[config.mk]
export PLATFORM = sky130hd
export DESIGN_NAME = malu_top
export DESIGN_NICKNAME = d
export VERILOG_FILES = /design/src/rtl/malu_pkg.sv /design/src/rtl/malu_regfile.sv /design/src/rtl/malu_immreg.sv /design/src/rtl/malu_comb.sv /design/src/rtl/malu_iter.sv /design/src/rtl/malu_top.sv
export SDC_FILE = /design/constraint.sdc
export NUM_CORES = 1
export LEC_CHECK = 0
export ABC_AREA = 1
export ABC_CLOCK_PERIOD_IN_PS = 8000
export BUFFER_PORTS_ARGS = -buffer_cell sky130_fd_sc_hd__buf_2
export CAP_MARGIN = 10
export CORE_MARGIN = 4
export CORE_UTILIZATION = 34
export CTS_CLUSTER_SIZE = 14
export DETAILED_ROUTE_END_ITERATION = 10
export GPL_TIMING_DRIVEN = 0
export PLACE_DENSITY_LB_ADDON = 0.08
export SKIP_CTS_REPAIR_TIMING = 1
export SYNTH_ARGS = -nofsm -noshare
export SYNTH_HDL_FRONTEND = slang
export SYNTH_HIERARCHICAL = 1
export SYNTH_SLANG_ARGS = --single-unit
[constraint.sdc]
create_clock -name clk -period 8 [get_ports clk]
set_input_delay 0.4 -clock clk [delete_from_list [all_inputs] [get_ports clk]]
set_output_delay 0.4 -clock clk [all_outputs]
set_load 0.005 [all_outputs]
[src/rtl/malu_pkg.sv]
package malu_pkg;

  typedef enum logic [3:0] {
    OP_ADD   = 4'd0,
    OP_SUB   = 4'd1,
    OP_AND   = 4'd2,
    OP_OR    = 4'd3,
    OP_XOR   = 4'd4,
    OP_MOV   = 4'd5,
    OP_SWAP  = 4'd6,
    OP_SHL8  = 4'd7,
    OP_SHR8  = 4'd8,
    OP_MUL   = 4'd9,
    OP_SHL   = 4'd10,
    OP_SHR   = 4'd11,
    OP_ASR   = 4'd12,
    OP_ASL   = 4'd13,
    OP_SHL32 = 4'd14,
    OP_SHR32 = 4'd15
  } malu_op_e;

  function automatic logic op_is_iter(malu_op_e o);
    return o >= OP_MUL;
  endfunction

  function automatic logic op_is_shift(malu_op_e o);
    return o >= OP_SHL;
  endfunction

  function automatic logic op_is_pair(malu_op_e o);
    return (o == OP_MUL) || (o == OP_SHL32) || (o == OP_SHR32);
  endfunction

endpackage

[src/rtl/malu_regfile.sv]
module malu_regfile #(
  parameter int W    = 16,
  parameter int N    = 8,
  parameter int HI   = 6,
  parameter int LO   = 7,
  localparam int SW  = $clog2(N)
) (
  input  logic           clk,
  input  logic           rst_n,
  input  logic [SW-1:0]  ra_sel,
  input  logic [SW-1:0]  rb_sel,
  input  logic [SW-1:0]  rx_sel,
  output logic [W-1:0]   ra,
  output logic [W-1:0]   rb,
  output logic [W-1:0]   rx,
  output logic [2*W-1:0] pair_q,
  input  logic           wr_en,
  input  logic [SW-1:0]  wr_sel,
  input  logic [W-1:0]   wr_data,
  input  logic           pr_en,
  input  logic [2*W-1:0] pr_data
);
  logic [W-1:0] rv [N];

  for (genvar i = 0; i < N; i++) begin : g_reg
    logic [W-1:0] q;
    always_ff @(posedge clk or negedge rst_n) begin
      if (!rst_n)
        q <= '0;
      else if (wr_en && wr_sel == SW'(i))
        q <= wr_data;
      else if (pr_en && i == HI)
        q <= pr_data[2*W-1:W];
      else if (pr_en && i == LO)
        q <= pr_data[W-1:0];
    end
    assign rv[i] = q;
  end

  assign ra     = rv[ra_sel];
  assign rb     = rv[rb_sel];
  assign rx     = rv[rx_sel];
  assign pair_q = {rv[HI], rv[LO]};
endmodule

[src/rtl/malu_immreg.sv]
module malu_immreg #(
  parameter int W = 16,
  localparam int H = W / 2
) (
  input  logic         clk,
  input  logic         rst_n,
  input  logic [H-1:0] byte_in,
  input  logic         ld_hi,
  input  logic         ld_lo,
  output logic [W-1:0] imm
);
  always_ff @(posedge clk or negedge rst_n) begin
    if (!rst_n) begin
      imm <= '0;
    end else begin
      if (ld_hi) imm[W-1:H] <= byte_in;
      if (ld_lo) imm[H-1:0] <= byte_in;
    end
  end
endmodule

[src/rtl/malu_comb.sv]
module malu_comb
  import malu_pkg::*;
#(
  parameter int W = 16,
  localparam int H = W / 2
) (
  input  malu_op_e     op,
  input  logic [W-1:0] a,
  input  logic [W-1:0] b,
  input  logic         sat_en,
  output logic [W-1:0] res,
  output logic         carry,
  output logic         arith,
  output logic         mask
);
  function automatic logic [W:0] wide_add(logic [W-1:0] x, logic [W-1:0] y);
    return {1'b0, x} + {1'b0, y};
  endfunction

  function automatic logic [W:0] wide_sub(logic [W-1:0] x, logic [W-1:0] y);
    return {1'b0, x} - {1'b0, y};
  endfunction

  function automatic logic [W-1:0] clamp(logic [W:0] s, logic en, logic is_sub);
    if (en && s[W]) return is_sub ? '0 : '1;
    return s[W-1:0];
  endfunction

  logic [W:0] sum_w, dif_w;
  assign sum_w = wide_add(a, b);
  assign dif_w = wide_sub(a, b);

  always_comb begin
    res   = '0;
    carry = 1'b0;
    arith = 1'b0;
    mask  = 1'b0;
    unique case (op)
      OP_ADD:  begin res = clamp(sum_w, sat_en, 1'b0); carry = sum_w[W]; arith = 1'b1; end
      OP_SUB:  begin res = clamp(dif_w, sat_en, 1'b1); carry = dif_w[W]; arith = 1'b1; end
      OP_AND:  begin res = a & b; mask = 1'b1; end
      OP_OR:   begin res = a | b; mask = 1'b1; end
      OP_XOR:  begin res = a ^ b; mask = 1'b1; end
      OP_MOV:  res = b;
      OP_SWAP: res = {a[H-1:0], a[W-1:H]};
      OP_SHL8: res = {a[H-1:0], {H{1'b0}}};
      OP_SHR8: res = {{H{1'b0}}, a[W-1:H]};
      default: res = '0;
    endcase
  end
endmodule

[src/rtl/malu_iter.sv]
module malu_iter
  import malu_pkg::*;
#(
  parameter int W  = 16,
  parameter int CW = 5
) (
  input  logic           clk,
  input  logic           rst_n,
  input  logic           go,
  input  malu_op_e       op_i,
  input  logic [W-1:0]   opa,
  input  logic [W-1:0]   opb,
  input  logic [2*W-1:0] pair_i,
  input  logic [CW-1:0]  cnt_i,
  output logic           busy,
  output logic           last,
  output malu_op_e       kind,
  output logic [2*W-1:0] res
);
  logic [2*W-1:0] p_q, p_nx;
  logic [W-1:0]   mcand_q;
  logic [CW-1:0]  cnt_q;
  logic [W:0]     psum;

  assign psum = {1'b0, p_q[2*W-1:W]} + (p_q[0] ? {1'b0, mcand_q} : '0);

  always_comb begin
    unique case (kind)
      OP_MUL:   p_nx = {psum, p_q[W-1:1]};
      OP_SHL:   p_nx = {p_q[2*W-1:W], p_q[W-2:0], 1'b0};
      OP_SHR:   p_nx = {p_q[2*W-1:W], 1'b0, p_q[W-1:1]};
      OP_ASR:   p_nx = {p_q[2*W-1:W], p_q[W-1], p_q[W-1:1]};
      OP_ASL:   p_nx = {p_q[2*W-1:W], p_q[W-1], p_q[W-3:0], 1'b0};
      OP_SHL32: p_nx = {p_q[2*W-2:0], 1'b0};
      OP_SHR32: p_nx = {1'b0, p_q[2*W-1:1]};
      default:  p_nx = p_q;
    endcase
  end

  assign last = busy && (cnt_q == CW'(1));
  assign res  = p_nx;

  always_ff @(posedge clk or negedge rst_n) begin
    if (!rst_n) begin
      busy    <= 1'b0;
      kind    <= OP_ADD;
      p_q     <= '0;
      mcand_q <= '0;
      cnt_q   <= '0;
    end else if (go) begin
      busy    <= 1'b1;
      kind    <= op_i;
      mcand_q <= opa;
      if (op_i == OP_MUL) begin
        p_q   <= {{W{1'b0}}, opb};
        cnt_q <= CW'(W);
      end else begin
        p_q   <= op_is_pair(op_i) ? pair_i : {{W{1'b0}}, opa};
        cnt_q <= cnt_i;
      end
    end else if (busy) begin
      p_q   <= p_nx;
      cnt_q <= cnt_q - 1'b1;
      if (last) busy <= 1'b0;
    end
  end
endmodule

[src/rtl/malu_top.sv]
module malu_top
  import malu_pkg::*;
#(
  parameter int W      = 16,
  parameter int NREG   = 8,
  parameter int HI_IDX = 6,
  parameter int LO_IDX = 7,
  localparam int SW    = $clog2(NREG),
  localparam int H     = W / 2
) (
  input  logic          clk,
  input  logic          rst_n,
  input  logic          start,
  input  logic [3:0]    op,
  input  logic [SW-1:0] sel_a,
  input  logic [SW-1:0] sel_b,
  input  logic [SW-1:0] sel_d,
  input  logic          use_imm,
  input  logic          sat_en,
  input  logic [H-1:0]  imm_byte,
  input  logic          imm_ld_hi,
  input  logic          imm_ld_lo,
  input  logic [SW-1:0] rd_sel,
  output logic [W-1:0]  rd_data,
  output logic          busy,
  output logic          done,
  output logic          flag_c,
  output logic          flag_sat,
  output logic          flag_mmax,
  output logic          flag_mmin
);
  localparam int CW = $clog2(W) + 1;

  malu_op_e       op_e;
  logic [W-1:0]   ra, rb, imm_q, bop, c_res;
  logic [2*W-1:0] pair_q, it_res;
  logic           c_carry, c_arith, c_mask;
  logic [CW-1:0]  cnt_raw, cnt_c;
  logic           accept, zero_sh, go, single, last_step;
  malu_op_e       it_kind;
  logic [SW-1:0]  dest_q;

  // named internal events
  logic           wr_en, pr_en, sh_wr, arith_evt, mask_evt, sat_evt;
  logic [SW-1:0]  wr_sel;
  logic [W-1:0]   wr_data;

  assign op_e    = malu_op_e'(op);
  assign bop     = use_imm ? imm_q : rb;
  assign cnt_raw = bop[CW-1:0];
  assign cnt_c   = (cnt_raw > CW'(W)) ? CW'(W) : cnt_raw;

  assign accept  = start && !busy;
  assign zero_sh = op_is_shift(op_e) && (cnt_c == '0);
  assign go      = accept && op_is_iter(op_e) && !zero_sh;
  assign single  = accept && !go;

  assign sh_wr   = last_step && !op_is_pair(it_kind);
  assign pr_en   = last_step && op_is_pair(it_kind);
  assign wr_en   = sh_wr || (single && !op_is_iter(op_e));
  assign wr_sel  = sh_wr ? dest_q : sel_d;
  assign wr_data = sh_wr ? it_res[W-1:0] : c_res;

  assign arith_evt = single && c_arith;
  assign mask_evt  = single && c_mask;
  assign sat_evt   = arith_evt && sat_en && c_carry;

  malu_regfile #(.W(W), .N(NREG), .HI(HI_IDX), .LO(LO_IDX)) u_rf (
    .clk(clk), .rst_n(rst_n),
    .ra_sel(sel_a), .rb_sel(sel_b), .rx_sel(rd_sel),
    .ra(ra), .rb(rb), .rx(rd_data), .pair_q(pair_q),
    .wr_en(wr_en), .wr_sel(wr_sel), .wr_data(wr_data),
    .pr_en(pr_en), .pr_data(it_res)
  );

  malu_immreg #(.W(W)) u_imm (
    .clk(clk), .rst_n(rst_n), .byte_in(imm_byte),
    .ld_hi(imm_ld_hi), .ld_lo(imm_ld_lo), .imm(imm_q)
  );

  malu_comb #(.W(W)) u_comb (
    .op(op_e), .a(ra), .b(bop), .sat_en(sat_en),
    .res(c_res), .carry(c_carry), .arith(c_arith), .mask(c_mask)
  );

  malu_iter #(.W(W), .CW(CW)) u_iter (
    .clk(clk), .rst_n(rst_n), .go(go), .op_i(op_e),
    .opa(ra), .opb(bop), .pair_i(pair_q), .cnt_i(cnt_c),
    .busy(busy), .last(last_step), .kind(it_kind), .res(it_res)
  );

  always_ff @(posedge clk or negedge rst_n) begin
    if (!rst_n) begin
      dest_q    <= '0;
      done      <= 1'b0;
      flag_c    <= 1'b0;
      flag_sat  <= 1'b0;
      flag_mmax <= 1'b0;
      flag_mmin <= 1'b0;
    end else begin
      done <= single || last_step;
      if (go) dest_q <= sel_a;
      if (arith_evt) begin
        flag_c   <= c_carry;
        flag_sat <= sat_en && c_carry;
      end
      if (mask_evt) begin
        flag_mmax <= (c_res == '1);
        flag_mmin <= (c_res == '0);
      end
    end
  end
endmodule

==> results of run 1 <==
-- cells in the mapped netlist, types with 6 or more instances --
master	n	share of area, %
o22ai_1	43	1.4
nand3_2	6	0.32
buf_6	9	0.54
nand2_2	19	0.63
nor2_1	78	1.6
a211oi_1	12	0.48
dfrtp_1	210	28
a22oi_1	8	0.32
nand3_1	374	10
nand4_1	43	1.4
xor2_1	9	0.42
a21oi_1	64	1.7
nor2_4	6	0.36
o21ai_0	116	3.1
buf_1	7	0.14
ha_1	66	4.4
inv_2	23	0.46
nor3_1	13	0.35
clkbuf_1	58	1.2
buf_2	75	2.0
inv_1	389	7.8
mux2_2	19	1.1
nand2_1	1321	26
nand3b_1	10	0.40
o221ai_1	13	0.61
buf_4	10	0.40
o211ai_1	33	1.3
-- power by group through the flow --
stage | clock [mW] | combinational [mW] | sequential, mW
floorplan | 0 | 1.93 | 1.58
global placement | 0 | 2.90 | 1.66
detailed placement | 0 | 2.92 | 1.67
CTS | 1.24 | 2.93 | 1.65
global route | 1.28 | 3.28 | 1.70
finish | 1.21 | 2.98 | 1.66
-- worst max-delay path, delay by kind of cell --
kind	cells	cell delay, ns
AND/OR/NAND/NOR	14	1.94
buffers and inverters	7	1.72
AO/OA/AOI/OAI	2	0.73
multiplexers	1	0.47
adder cells (fa/ha/maj)	1	0.24
-- logic make-up after synthesis --
kind of cell             after synthesis
multiplexers                          19
XOR/XNOR                              10
buffers and inverters                573
flip-flops                           210
adder cells (fa/ha/maj)               69
AO/OA/AOI/OAI                        319
AND/OR/NAND/NOR                     1895
-- worst max path at each step --
stage,from,end,slack (ns),cells past startpoint
2_1_floorplan,sel_b[0],flag_mmax$_DFFE_PN0P_,4.70,25
3_3_place_gp,sel_b[0],u_rf/g_reg[4].q[15]$_DFFE_PN0P_,2.50,25
3_5_place_dp,sel_b[0],flag_mmax$_DFFE_PN0P_,2.55,25
4_1_cts,sel_b[0],u_rf/g_reg[5].q[15]$_DFFE_PN0P_,3.15,25
5_1_grt,sel_b[0],u_rf/g_reg[4].q[13]$_DFFE_PN0P_,2.79,25
6_report,sel_b[0],u_rf/g_reg[5].q[15]$_DFFE_PN0P_,2.90,25
-- cell type report --
type / count / area share [%]
multi-input combinational: 2312 / 53.7
sequential: 210 / 25.3
inverter: 414 / 7.52
tap: 696 / 4.19
buffer: 159 / 3.83
clock buffer: 33 / 3.46
timing repair buffer: 47 / 1.31
clock inverter: 14 / 0.693
antenna: 2 / 0.0241
-- metal layers --
layer | wire length [µm] | track usage, %
met5 | 0 | 0
met4 | 3420 | 9.47
met3 | 6950 | 4.33
met2 | 40200 | 47.8
met1 | 39400 | 40.5
-- metrics by stage --
stage | std cells | total power, mW | hold slack (ns) | setup slack (ns) | util, %
after floorplan | 3095 | 3.50 | 0.104 | 4.70 | -
after detailed placement | 3837 | 4.59 | 0.461 | 2.55 | 36.7
final | 3887 | 5.84 | 0.0620 | 2.90 | 38.3
after global routing | 3885 | 6.25 | 0.0467 | 2.79 | 38.3
after CTS | 3884 | 5.83 | -0.114 | 3.15 | 38.3
after global placement | 3836 | 4.56 | 0.457 | 2.50 | 36.6
-- state kept, by name (all words and copies together) (netlist names) --
register / flops
flag_c: 1
u_iter/p_q: 32
flag_mmin: 1
dest_q: 3
u_iter/kind: 4
u_iter/busy: 1
done: 1
flag_mmax: 1
u_imm/imm: 16
flag_sat: 1
u_iter/mcand_q: 16
u_iter/cnt_q: 5
u_rf/g.q: 128
==> flow_summary.ini, run 1 <==
[outcome]
outcome = completed

[synth]
ys_async_sr_fraction_pct = 100
synth-edff-count = 0
muxShareOfSynthArea_pct = 1.14
synth_compound_area_share_pct = 10.4
synth-adder-area-share_pct = 4.72
avgSynthCellArea_um2 = 6.06
synth.net_count = 3195
yosys.area_share.simple_pct = 42.7
synth_cell_type_count = 57
netlist_area_um2 = 18800
yosys_warnings = 6
netlist_instances = 3095
synth_seq_cells = 210
ys_seq_area_share_pct = 28.0
yosys_most_used_dff = dfrtp_1
synthXorXnorAreaFrac_pct = 0.467
synth_top_family_by_area = simple AND/OR/NAND/NOR gates

[global_route]
grt_max_degree = 116
grt_pass1_wl_um = 131000
grt_pass1_vias = 19785
antenna_found_initial = 6
grt_overflow_total = 0
grt_usage_pct = 29.5

[place]
gp_congestion = 1.00
portBuffers = 45
hpwl_um = 73000
dpl_cell_area_um2 = 19900

[final_layout]
register_area_um2 = 5260
drive_gt1_share_pct = 8.91
final_common_cell = nand2_1
multi_input_area_um2 = 11100
n_fill_cell = 6023
postLayoutCellArea_um2 = 20800
final_cell_mix = nand2_1 (1321), inv_1 (389), nand3_1 (374), dfrtp_1 (210), buf_2 (119)
syn_to_final_growth_pct = 10.7
final_nets = 3271

[routing]
wl_per_cell_um = 23.1
firstDrtPassIters = 6
route.vias.total = 21035
drtIter0Drc = 2307
drc_errors = 0
drtAntennaViolNets = 0
viasPerCell = 5.41
postRouteWirelength_um = 90000

[power]
comb_power_share_pct = 51.0
p_sw_share_pct = 49.6
peakVddDrop_v = 0.000178
p_per_area_nw_per_um2 = 281
pwr-share-clk_pct = 20.6
seqPwrFrac_pct = 28.4
leakagePower_nw = 11.4
p_switching_mw = 2.90
p_int_mw = 2.95

[setup_path]
cp-start-kind = primary input
crit_top_cell = nand2_1
cp_max_fo = 10
reg2reg_to = u_rf/g_reg[5].q[15]$_DFFE_PN0P_
cpPeakStageDelay_ns = 0.57
cpMaxStageDelayCell = o21ai_1
crit_type = in -> reg
r2r_cells = 23
r2r-start = u_rf/g_reg[7].q[4]$_DFFE_PN0P_
cp.arrival_ns = 5.52
crit_path_end_kind = flop
crit_required_ns = 8.43
r2r_slack_ns = 3.11

[clock_network]
cts_buffers = 27
clk-insertion-delay-late_ns = 0.57
cts_buffer_depth = 3
h-tree-depth = 1
numClockSinks = 210
path_clk_slew_ns = 0.06
root_buffer = clkbuf_16
cts_tree = built

[timing]
fmax_mhz = 196
setup_viol = 0
tightest_slew_ns = 0.981
rsz0062_at_grt = false
finalHoldViolCount = 0
skew_ns = 0.0149
drv_slew = 0
tns_ns = 0
finalCritPeriodShare_pct = 63.7
relSlewSlack_pct = 34.2
period_needed_ns = 5.10

[floorplan]
core_area_um2 = 54200
ios = 53
dieArea_um2 = 59000
die_w_um = 243
rows = 85
start_util_pct = 34.6
die_y_um = 243

[run]
cap_violations = 0

[min_path]
hold_class = in -> reg
hold_start = sel_a[1]
hold_depth = 3
min_delay_worst_endpoint = dest_q[1]$_DFFE_PN0P_
Note: power is estimated with default switching activity, not from simulation.
==> run 2, diff against run 1 <==
- ABC_AREA: 1 -> 0
- ABC_CLOCK_PERIOD_IN_PS: 8000 -> 4300
- clock period: 8 -> 4.3 ns (I/O delays scaled with it)
==> flow_summary.ini, run 2 <==
[final_layout]
n_fill_cell = 5098
top_register = u_rf/g.q
syn_to_final_growth_pct = 16.0
drive_gt1_share_pct = 32.6
final-instance-count-excl-fill = 2442
largest_reg_flops = 128
final_common_cell = mux2_2
reg_top3 = u_rf/g.q: 128 flops, u_iter/p_q: 32 flops
final_nets = 1841
final_cell_mix = mux2_2 (234), dfrtp_1 (196), nand2_1 (110), nor2_1 (93), a21oi_1 (83)

[setup_path]
reg2reg_to = u_rf/g_reg[0].q[5]$_DFFE_PN0P_
cp_max_fo = 10
crit_required_ns = 4.73
r2r_slack_ns = -0.54
crit_path_end_kind = flop
r2r-start = u_rf/g_reg[6].q[3]$_DFFE_PN0P_
cp-start-kind = flop
cp.arrival_ns = 5.26
r2r_cells = 18
crit_type = reg -> reg

[synth]
synth_cell_type_count = 96
yosysTopAreaCell = dfrtp_1
ys_top_cells_by_count = mux2_2 (259), dfrtp_1 (210), nand2_1 (113)
ys_seq_area_share_pct = 29.8
netlist_instances = 1616
muxShareOfSynthArea_pct = 34.2
avgSynthCellArea_um2 = 10.9
synth_top_family_by_area = multiplexers
ys_async_sr_fraction_pct = 100
netlist_area_um2 = 17600
netlist.area_leader.share_pct = 29.8
yosysMostFrequentCell = mux2_2
synth-adder-area-share_pct = 5.02
yosys_most_used_dff = dfrtp_1
synth-edff-count = 0
yosys.area_share.simple_pct = 9.93
yosys_warnings = 6
synthXorXnorAreaFrac_pct = 1.84
synth_seq_cells = 210
synthTopCellsByArea = dfrtp_1 (30%), mux2_2 (17%), mux4_1 (13%)
synth_compound_area_share_pct = 13.7
synth.net_count = 1716

[timing]
finalHoldViolCount = 0
tns_ns = -42.41
drv_slew = 0
relSlewSlack_pct = 24.8
skew_ns = 0.0353
period_needed_ns = 4.84
finalCritPeriodShare_pct = 112
setup_viol = 130
rsz0062_at_grt = true
setup_ws_ns = -0.535
fmax_mhz = 207
tightest_slew_ns = 1.12

[run]
cap_violations = 0

[routing]
route.vias.total = 14336
drc_errors = 0
drtIter0Drc = 1330
wl_per_cell_um = 27.5
drtAntennaViolNets = 0
viasPerCell = 5.87
postRouteWirelength_um = 67100
firstDrtPassIters = 9

[place]
portBuffers = 45
placedCellCount = 2344
gp_congestion = 0.894
hpwl_um = 50400

[power]
power.total_mw = 11.3
seqPwrFrac_pct = 29.5
p_per_area_nw_per_um2 = 552
p_int_mw = 6.37
pwr-share-clk_pct = 19.5
p_switching_mw = 4.93
comb_power_share_pct = 51.0
peakVddDrop_v = 0.000329
leakagePower_nw = 9.44
p_sw_share_pct = 43.6

[min_path]
hold_class = in -> reg
min_delay_worst_endpoint = flag_sat$_DFFE_PN0P_
hold_depth = 3
hold_start = sat_en

[clock_network]
clk-insertion-delay-late_ns = 0.57
h-tree-depth = 1
cts_buffer_depth = 3
path_clk_slew_ns = 0.06
cts_buffers = 27
cts_tree = built
root_buffer = clkbuf_16
numClockSinks = 210

[outcome]
outcome = finished, violations left
violations = negative setup slack

[global_route]
grt_overflow_total = 0
antenna_found_initial = 1
grt_max_degree = 85
grt_usage_pct = 23.1
grt_pass1_wl_um = 96800
grt_pass1_vias = 13844

[floorplan]
dieArea_um2 = 55600
ios = 53
core_area_um2 = 51300
die_w_um = 236
start_util_pct = 34.4
die_y_um = 236
rows = 83
run 2: changes by cell type after synthesis, sizes merged, moves of 34 or more:
| cell | before | now |
|---|---|---|
| buf | 101 | 67 |
| inv | 414 | 82 |
| mux2 | 19 | 282 |
| mux4 | 0 | 96 |
| nand2 | 1345 | 114 |
| nand3 | 381 | 21 |
| nand4 | 43 | 7 |
| o21ai | 124 | 90 |
| o22ai | 43 | 1 |
run 2: worst max path at each step:
stage | cells past startpoint | end | startpoint | slack (ns)
after CTS | 18 | flag_mmax$_DFFE_PN0P_ | sel_b[2] | -1.29
after detailed placement | 18 | flag_mmax$_DFFE_PN0P_ | sel_b[2] | -1.86
after global routing | 16 | flag_mmax$_DFFE_PN0P_ | u_rf/g_reg[6].q[0]$_DFFE_PN0P_ | -0.60
after global placement | 18 | flag_mmax$_DFFE_PN0P_ | sel_b[2] | -1.73
after floorplan | 19 | u_rf/g_reg[1].q[2]$_DFFE_PN0P_ | sel_b[0] | 0.14
final | 18 | u_rf/g_reg[0].q[5]$_DFFE_PN0P_ | u_rf/g_reg[6].q[3]$_DFFE_PN0P_ | -0.54
run 2: power by group through the flow:
| stage | Clock [mW] | Sequential [mW] | Combinational (mW) |
|---|---|---|---|
| CTS | 2.27 | 3.31 | 5.32 |
| global placement | 0 | 3.34 | 5.29 |
| detailed placement | 0 | 3.34 | 5.30 |
| finish | 2.20 | 3.33 | 5.76 |
| global route | 2.35 | 3.41 | 6.20 |
| floorplan | 0 | 2.98 | 3.78 |
run 2: per-layer routing:
metal  share of wire [%]  global-route usage [%]  up-vias
met3                 5.8                    3.65       95
met2                  46                    37.1      490
met5                   0                       0        -
met1                  45                    32.3     7337
met4                 3.5                    6.85        0
li1                    -                       -     6414
run 2: logic make-up (layout without fill, tap and decap cells):
group	count (synthesis)	after routing
compound gates	346	346
xor+xnor	37	37
fa+ha+maj	69	69
buf+inv	201	345
flops	210	210
mux	408	408
other cells	0	2
simple gates	345	345
run 2: layout make-up:
cell class | count | area, µm² | area share [%]
diodes | 2 | 5.00 | 0.0245
plain buffers | 118 | 681 | 3.33
clock buffers | 39 | 801 | 3.91
clock inverters | 9 | 58.8 | 0.287
inverters | 82 | 313 | 1.53
multi-input cells | 1205 | 11800 | 57.6
flip-flops and latches | 210 | 5270 | 25.8
well taps | 680 | 851 | 4.16
repair buffers | 97 | 704 | 3.44
run 2: critical path, cell delays in order, from the launching register on:
cell       delay, ns
dfrtp_2         0.47
mux4_2          0.47
mux2_4          0.32
mux2i_4         0.27
inv_4           0.10
inv_2           0.07
ha_1            0.22
buf_6           0.15
o211ai_2        0.17
a21oi_2         0.07
o311a_4         0.36
a2111oi_4       0.43
nor2_4          0.10
buf_8           0.17
o21ai_1         0.15
o211ai_1        0.27
buf_4           0.24
mux2_4          0.34
mux2_2          0.29
run 2: stage by stage:
step	hold slack, ns	worst slack (ns)	utilization (%)	instance area [µm²]
final	0.00753	-0.535	39.9	20500
after detailed placement	0.162	-1.86	36.6	18800
after global routing	0.0184	-0.604	39.9	20500
after floorplan	-0.0806	0.142	-	17600
after global placement	0.464	-1.73	36.5	18700
after CTS	-0.425	-1.29	38.3	19700
